`config.mk`:
```
export PLATFORM = sky130hd
export DESIGN_NAME = pio_clk_conv
export DESIGN_NICKNAME = d
export VERILOG_FILES = /design/src/rtl/pio_conv_pkg.sv /design/src/rtl/pio_div1000.sv /design/src/rtl/pio_pack.sv /design/src/rtl/pio_clk_conv.sv
export SDC_FILE = /design/constraint.sdc
export NUM_CORES = 1
export LEC_CHECK = 0
export ABC_AREA = 0
export BUFFER_PORTS_ARGS = -buffer_cell sky130_fd_sc_hd__buf_2
export CAP_MARGIN = 10
export CORE_UTILIZATION = 60
export DETAILED_ROUTE_END_ITERATION = 8
export PLACE_DENSITY = 0.79
export SLEW_MARGIN = 20
export SYNTH_ARGS = -nofsm -noshare
export SYNTH_HDL_FRONTEND = slang
export SYNTH_SLANG_ARGS = --single-unit
```
`constraint.sdc`:
```
create_clock -name clk -period 21.3 [get_ports clk]
set_input_delay 2.13 -clock clk [delete_from_list [all_inputs] [get_ports clk]]
set_output_delay 2.13 -clock clk [all_outputs]
set_load 0.02 [all_outputs]
```
`src/rtl/pio_conv_pkg.sv`:
```
package pio_conv_pkg;

    // clock-count limits accepted by the timing registers
    localparam int ADDR_MIN = 1;
    localparam int ADDR_MAX = 4;
    localparam int DATA_MIN = 1;
    localparam int DATA_MAX = 16;
    localparam int REC_MIN  = 2;
    localparam int REC_MAX  = 17;
    localparam int CNT_W    = 5;
    localparam int NS_DIV   = 1000;

    typedef enum logic [1:0] {
        ST_IDLE,
        ST_ISSUE,
        ST_WAIT,
        ST_PACK
    } conv_state_e;

    typedef enum logic [1:0] {
        K_ADDR,
        K_DATA,
        K_REC
    } time_kind_e;

    function automatic logic [CNT_W-1:0] clamp_cnt(input logic [31:0] v,
                                                    input int lo, input int hi);
        if (v < 32'(lo))      return CNT_W'(lo);
        else if (v > 32'(hi)) return CNT_W'(hi);
        else                  return v[CNT_W-1:0];
    endfunction

endpackage

```
`src/rtl/pio_div1000.sv`:
```
module pio_div1000 #(
    parameter int NUM_W = 19,
    parameter int DIV   = 1000
) (
    input  logic             clk,
    input  logic             rst_n,
    input  logic             go,
    input  logic [NUM_W-1:0] numer,
    output logic [NUM_W-1:0] quot,
    output logic             ready
);
    localparam int REM_W = $clog2(DIV) + 1;
    localparam int CNT_W = $clog2(NUM_W + 1);

    logic [REM_W-1:0] rem_q;
    logic [CNT_W-1:0] steps_q;
    logic [REM_W-1:0] trial;

    // shift the next dividend bit into the partial remainder
    assign trial = {rem_q[REM_W-2:0], quot[NUM_W-1]};

    always_ff @(posedge clk or negedge rst_n) begin
        if (!rst_n) begin
            rem_q   <= '0;
            quot    <= '0;
            steps_q <= '0;
            ready   <= 1'b0;
        end else if (go) begin
            rem_q   <= '0;
            quot    <= numer;
            steps_q <= CNT_W'(NUM_W);
            ready   <= 1'b0;
        end else if (steps_q != '0) begin
            if (trial >= REM_W'(DIV)) begin
                rem_q <= trial - REM_W'(DIV);
                quot  <= {quot[NUM_W-2:0], 1'b1};
            end else begin
                rem_q <= trial;
                quot  <= {quot[NUM_W-2:0], 1'b0};
            end
            steps_q <= steps_q - 1'b1;
            ready   <= (steps_q == CNT_W'(1));
        end else begin
            ready <= 1'b0;
        end
    end
endmodule

```
`src/rtl/pio_pack.sv`:
```
module pio_pack
    import pio_conv_pkg::*;
#(
    parameter int DRDY_CLKS = 2
) (
    input  logic [1:0][CNT_W-1:0] addr_c,
    input  logic [1:0][CNT_W-1:0] data_c,
    input  logic [1:0][CNT_W-1:0] rec_c,
    input  logic                  prefetch,
    output logic [1:0][7:0]       cyc_b,
    output logic [7:0]            misc_b
);
    localparam logic [2:0] DRDY_FIELD = 3'(DRDY_CLKS - 2);

    logic [CNT_W-1:0] addr_max;
    logic [CNT_W-1:0] addr_m1;

    for (genvar d = 0; d < 2; d++) begin : g_drv
        logic [CNT_W-1:0] dm1, rm2;
        assign dm1      = data_c[d] - CNT_W'(1);
        assign rm2      = rec_c[d] - CNT_W'(2);
        assign cyc_b[d] = {dm1[3:0], rm2[3:0]};
    end

    assign addr_max = (addr_c[0] > addr_c[1]) ? addr_c[0] : addr_c[1];
    assign addr_m1  = addr_max - CNT_W'(1);
    assign misc_b   = {1'b0, prefetch, addr_m1[1:0], DRDY_FIELD, 1'b0};
endmodule

```
`src/rtl/pio_clk_conv.sv`:
```
module pio_clk_conv
    import pio_conv_pkg::*;
#(
    parameter int TIME_W    = 10,
    parameter int MHZ_W     = 8,
    parameter int DRDY_CLKS = 2
) (
    input  logic              clk,
    input  logic              rst_n,
    input  logic              start_i,
    input  logic [MHZ_W-1:0]  bus_mhz_i,
    input  logic              prefetch_i,
    input  logic              d0_present_i,
    input  logic [TIME_W-1:0] d0_setup_ns_i,
    input  logic [TIME_W-1:0] d0_active_ns_i,
    input  logic [TIME_W-1:0] d0_cycle_ns_i,
    input  logic              d1_present_i,
    input  logic [TIME_W-1:0] d1_setup_ns_i,
    input  logic [TIME_W-1:0] d1_active_ns_i,
    input  logic [TIME_W-1:0] d1_cycle_ns_i,
    output logic              busy_o,
    output logic              done_o,
    output logic [7:0]        cyc0_o,
    output logic [7:0]        cyc1_o,
    output logic [7:0]        misc_o
);
    localparam int NUM_W = TIME_W + MHZ_W + 1;

    conv_state_e state_q, state_d;
    time_kind_e  kind_q;
    logic        drv_q;

    logic [MHZ_W-1:0]  mhz_q;
    logic              pf_q;
    logic [1:0]        present_q;
    logic [TIME_W-1:0] setup_q  [2];
    logic [TIME_W-1:0] active_q [2];
    logic [TIME_W-1:0] cycle_q  [2];

    logic [1:0][CNT_W-1:0] addr_c, data_c, rec_c;

    logic [TIME_W:0]   sum_ns;
    logic [TIME_W-1:0] rec_ns;
    logic [TIME_W-1:0] t_sel;
    logic [NUM_W-1:0]  numer, quot;
    logic              div_go, div_ready;
    logic [CNT_W-1:0]  cnt_clamped;
    logic [1:0][7:0]   pk_cyc;
    logic [7:0]        pk_misc;

    // recovery = cycle - setup - active, floored at zero
    assign sum_ns = (TIME_W+1)'(setup_q[drv_q]) + (TIME_W+1)'(active_q[drv_q]);
    assign rec_ns = ({1'b0, cycle_q[drv_q]} >= sum_ns)
                  ? TIME_W'({1'b0, cycle_q[drv_q]} - sum_ns) : '0;

    always_comb begin
        unique case (kind_q)
            K_ADDR:  t_sel = setup_q[drv_q];
            K_DATA:  t_sel = active_q[drv_q];
            K_REC:   t_sel = rec_ns;
            default: t_sel = '0;
        endcase
    end

    assign numer  = NUM_W'(t_sel) * NUM_W'(mhz_q) + NUM_W'(NS_DIV - 1);
    assign div_go = (state_q == ST_ISSUE) && present_q[drv_q];

    pio_div1000 #(.NUM_W(NUM_W), .DIV(NS_DIV)) u_div (
        .clk   (clk),
        .rst_n (rst_n),
        .go    (div_go),
        .numer (numer),
        .quot  (quot),
        .ready (div_ready)
    );

    always_comb begin
        unique case (kind_q)
            K_ADDR:  cnt_clamped = clamp_cnt(32'(quot), ADDR_MIN, ADDR_MAX);
            K_DATA:  cnt_clamped = clamp_cnt(32'(quot), DATA_MIN, DATA_MAX);
            K_REC:   cnt_clamped = clamp_cnt(32'(quot), REC_MIN, REC_MAX);
            default: cnt_clamped = '0;
        endcase
    end

    pio_pack #(.DRDY_CLKS(DRDY_CLKS)) u_pack (
        .addr_c   (addr_c),
        .data_c   (data_c),
        .rec_c    (rec_c),
        .prefetch (pf_q),
        .cyc_b    (pk_cyc),
        .misc_b   (pk_misc)
    );

    // next-state logic
    always_comb begin
        state_d = state_q;
        unique case (state_q)
            ST_IDLE:  if (start_i) state_d = ST_ISSUE;
            ST_ISSUE: begin
                if (present_q[drv_q]) state_d = ST_WAIT;
                else if (drv_q)       state_d = ST_PACK;
                else                  state_d = ST_ISSUE;
            end
            ST_WAIT: begin
                if (div_ready)
                    state_d = (kind_q == K_REC && drv_q) ? ST_PACK : ST_ISSUE;
            end
            ST_PACK:  state_d = ST_IDLE;
            default:  state_d = ST_IDLE;
        endcase
    end

    always_ff @(posedge clk or negedge rst_n) begin
        if (!rst_n) state_q <= ST_IDLE;
        else        state_q <= state_d;
    end

    assign busy_o = (state_q != ST_IDLE);

    // datapath and outputs
    always_ff @(posedge clk or negedge rst_n) begin
        if (!rst_n) begin
            kind_q    <= K_ADDR;
            drv_q     <= 1'b0;
            mhz_q     <= '0;
            pf_q      <= 1'b0;
            present_q <= '0;
            setup_q   <= '{default: '0};
            active_q  <= '{default: '0};
            cycle_q   <= '{default: '0};
            addr_c    <= '0;
            data_c    <= '0;
            rec_c     <= '0;
            done_o    <= 1'b0;
            cyc0_o    <= '0;
            cyc1_o    <= '0;
            misc_o    <= '0;
        end else begin
            done_o <= 1'b0;
            unique case (state_q)
                ST_IDLE: begin
                    if (start_i) begin
                        mhz_q       <= bus_mhz_i;
                        pf_q        <= prefetch_i;
                        present_q   <= {d1_present_i, d0_present_i};
                        setup_q[0]  <= d0_setup_ns_i;
                        active_q[0] <= d0_active_ns_i;
                        cycle_q[0]  <= d0_cycle_ns_i;
                        setup_q[1]  <= d1_setup_ns_i;
                        active_q[1] <= d1_active_ns_i;
                        cycle_q[1]  <= d1_cycle_ns_i;
                        drv_q       <= 1'b0;
                        kind_q      <= K_ADDR;
                    end
                end
                ST_ISSUE: begin
                    if (!present_q[drv_q]) begin
                        addr_c[drv_q] <= CNT_W'(ADDR_MIN);
                        data_c[drv_q] <= CNT_W'(DATA_MIN);
                        rec_c[drv_q]  <= CNT_W'(REC_MIN);
                        drv_q         <= 1'b1;
                        kind_q        <= K_ADDR;
                    end
                end
                ST_WAIT: begin
                    if (div_ready) begin
                        unique case (kind_q)
                            K_ADDR: begin
                                addr_c[drv_q] <= cnt_clamped;
                                kind_q        <= K_DATA;
                            end
                            K_DATA: begin
                                data_c[drv_q] <= cnt_clamped;
                                kind_q        <= K_REC;
                            end
                            default: begin
                                rec_c[drv_q] <= cnt_clamped;
                                kind_q       <= K_ADDR;
                                drv_q        <= 1'b1;
                            end
                        endcase
                    end
                end
                ST_PACK: begin
                    cyc0_o <= pk_cyc[0];
                    cyc1_o <= pk_cyc[1];
                    misc_o <= pk_misc;
                    done_o <= 1'b1;
                end
                default: ;
            endcase
        end
    end
endmodule

```
==> metrics.md <==
| Metric | Value |
|---|---|
| FF-to-FF path depth | `28` |
| Ys async rst share | `1.00` |
| Post-layout min period | `8930 ps` |
| FP Rows | `49` |
| Crit path top cell by count | `fa_1` |
| CTS resizes | `0` |
| Hold buffers post-CTS | `0` |
| Synth warn | `0` |
| Worst Path Max Fanout | `32` |
| Crit end category | `flop` |
| Vias in the first global route | `8440` |
| Fmax | `0.112 GHz` |
| Reg2reg start | `drv_q` |
| RSZ-0062 raised after global routing | `no` |
| Dpl hpwl | `17.4 mm` |
| Antenna Cells | `0` |
| Most frequent cells in the layout | `157 x dfrtp_1, 113 x inv_1, 107 x mux2_2, 101 x nand2_1, 93 x buf_2` |
| DR vias | `8294` |
| Crit path DAT | `9240 ps` |
| Die Wd | `139 um` |
| Initial core utilization | `0.619` |
| Top cell family by delay on the critical path | `adder cells` |
| Grt ovf | `0` |
| Register area share after synthesis | `0.348` |
| Yosys reg bits | `157` |
| Core Box Area | `0.0182 sq mm` |
| Top_reg_cell synth | `dfrtp_1` |
| Ports | `100` |
| Nets | `about 1400` |
| Synthesized area | `0.0113 sq mm` |
| DR DRC count | `4` |
| First-pass GRT wire length | `40.9 mm` |
| Post-CTS setup buffer count | `0` |
| Max Cap Viol | `0` |
| Reg2reg end | `u_div.quot[15]` |
| Clock Latency Late Sink | `between 400 and 500 ps` |
| Failing checks | `DRC` |
| Drt first pass iters | `7` |
| Setup crit start | `drv_q` |
| Setup TNS | `0 ps` |
| # setup viols final | `0` |
| GR Util All Layers | `0.264` |
| Setup CP Type | `reg -> reg` |
| Routability cong. | `0.919` |
| EDFF count, synth | `0` |
| Routed wire per std cell | `roughly 17 um` |
| Max incr delay on CP | `610 ps` |
| Most common cell after layout, fill and taps aside | `dfrtp_1` |
| Max Slew Vio Count | `0` |
| Critical Path Sink | `u_div.quot[15]` |
| Max stage delay cell, worst path | `o31ai_2` |
| Post-DRT Antenna Nets | `0` |
| Tightest Pin Transition | `919 ps` |
| Root Buffer | `clkbuf_16` |
| Fillers | `between 1000 and 1500` |
| Layout cells sized above 1 | `0.216` |
| Critical Path RT | `approximately 22000 ps` |
| CP startpoint kind | `flop` |
| Worst Hold Class | `reg -> reg` |
| Largest net degree at the start of global routing | `87` |
| Worst-path clk slew | `60 ps` |
| Initial antenna violation count | `0` |
| Die Y | `139 um` |
| Via-per-instance ratio | `5.75` |
| Die area | `~0.019 sq mm` |
| Total CTS buffers | `17` |
| Final WL | `23.9 mm` |
| DR iter-0 viols | `623` |
| Port buffer count | `94` |
| Final hold viol count | `0` |
| CP Buf/Inv Count | `4` |
| Synth unique cells | `69` |
| Crit share post-route | `0.419` |
| R2R Setup Slk | `~12000 ps` |
| Sinks on the clock net | `157` |
| H-tree lvl count | `4` |
| Critical path depth | `28` |
| Outcome | `complete, but fails checks` |
| Post-Syn Area per Cell | `10.0 sq um` |
| Mapped Cells | `1124` |
| Clk buf depth | `2` |
| Final Skew | `roughly 13 ps` |
| CTS tree | `built` |
| Slew headroom | `0.387` |
| Area delta synth->final | `10.8%` |
==> metrics by stage <==
stage               area, sq um   util  setup slack (ps)  hold slack (ps)  cells
finish                    12500  0.686             12370              482   1442
CTS                       12500  0.686             12460              487   1442
floorplan                 11300      -             13040              438   1128
detailed placement        11900  0.654             12510              473   1410
global placement          11900  0.654             12750              466   1410
global route              12500  0.686             12000              507   1442
==> synth_stat cells (3+ instances only) <==
cell type    n  area share
fa_1        54       0.096
nor4_1       7      0.0039
nor3_1      17      0.0075
buf_2        5      0.0022
o21a_1       7      0.0047
xnor2_1     27       0.021
and2_1      28       0.016
or3_1        9      0.0050
mux2i_1     21       0.019
o41ai_1      4      0.0031
o21ai_0     51       0.023
mux2_2     107        0.11
o31ai_1      4      0.0027
a31oi_1     11      0.0061
and3_1      21       0.012
dfrtp_1    157        0.35
nand2b_1    20       0.011
nor2_1      49       0.016
nand2_1    102       0.034
ha_1        83       0.092
nand3_1     22      0.0098
a21o_1       5      0.0033
inv_1      113       0.038
xor2_1       9      0.0070
a2111oi_0    3      0.0023
a21oi_1     52       0.023
clkbuf_1    32       0.011
buf_4        5      0.0033
buf_1        7      0.0023
nand4_1      3      0.0017
nor2b_1     19       0.011
a211oi_1     5      0.0033
o211ai_1     4      0.0027
o31ai_2      3      0.0033
and4_1       3      0.0023
o32ai_2      5      0.0072
a22oi_1      7      0.0047
a22o_1       3      0.0023
==> worst min path at each step <==
| stage | to | slack [ps] | from | cells past startpoint |
|---|---|---|---|---|
| floorplan | rec_c[0] | 440 | rec_c[0] | 2 |
| global placement | addr_c[7] | 470 | addr_c[7] | 2 |
| detailed placement | addr_c[7] | 470 | addr_c[7] | 2 |
| CTS | addr_c[7] | 490 | addr_c[7] | 2 |
| global route | addr_c[7] | 510 | addr_c[7] | 2 |
| finish | addr_c[7] | 480 | addr_c[7] | 2 |
==> worst register-to-register path, delay by kind of cell, from the launching register on <==
| family | cells | cell delay [ps] |
|---|---|---|
| and+or+nand+nor | 6 | 1200 |
| DFF | 1 | 510 |
| AOI/OAI and AO/OA | 10 | 3020 |
| adders and majority gates | 7 | 3060 |
| buffers and inverters | 4 | 650 |
| muxes | 1 | 410 |
==> cells by family (layout without fill, tap and decap cells) <==
kind of cell             after synthesis  count (layout)  share of synthesized area
XOR/XNOR                              36              36                     0.0280
other                                  1               5                   0.000332
AO/OA/AOI/OAI                        190             190                      0.115
flip-flops                           157             157                      0.348
buffers and inverters                163             248                     0.0565
multiplexers                         128             128                      0.125
adder cells (fa/ha/maj)              137             137                      0.188
AND/OR/NAND/NOR                      312             312                      0.138
==> final cells by class <==
cell class | instances | area, sq um | area share
clock buffers | 19 | 453 | 0.0363
clock inverters | 13 | 125 | 0.0100
inverters | 114 | 428 | 0.0342
multi-input cells | 808 | 6730 | 0.539
flip-flops and latches | 157 | 3930 | 0.314
well taps | 229 | 287 | 0.0229
repair buffers | 102 | 541 | 0.0433
==> registers in the layout, summed over array words and instances (netlist names), 8 cells and up <==
register,cells
cycle_q,20
u_div.quot,19
mhz_q,8
setup_q,20
cyc0_o,8
addr_c,10
u_div.rem_q,10
cyc1_o,8
active_q,20
rec_c,8
data_c,8
==> layer usage <==
layer	up-vias	global-route usage	part of all wire
li1	4007	-	-
met1	4010	0.351	0.45
met2	238	0.447	0.49
met3	39	0.0352	0.043
met4	0	0.0877	0.019
met5	-	0	0
Power is not shown: default switching activity piles up to over one toggle a cycle in this logic, so the estimate is an artifact.
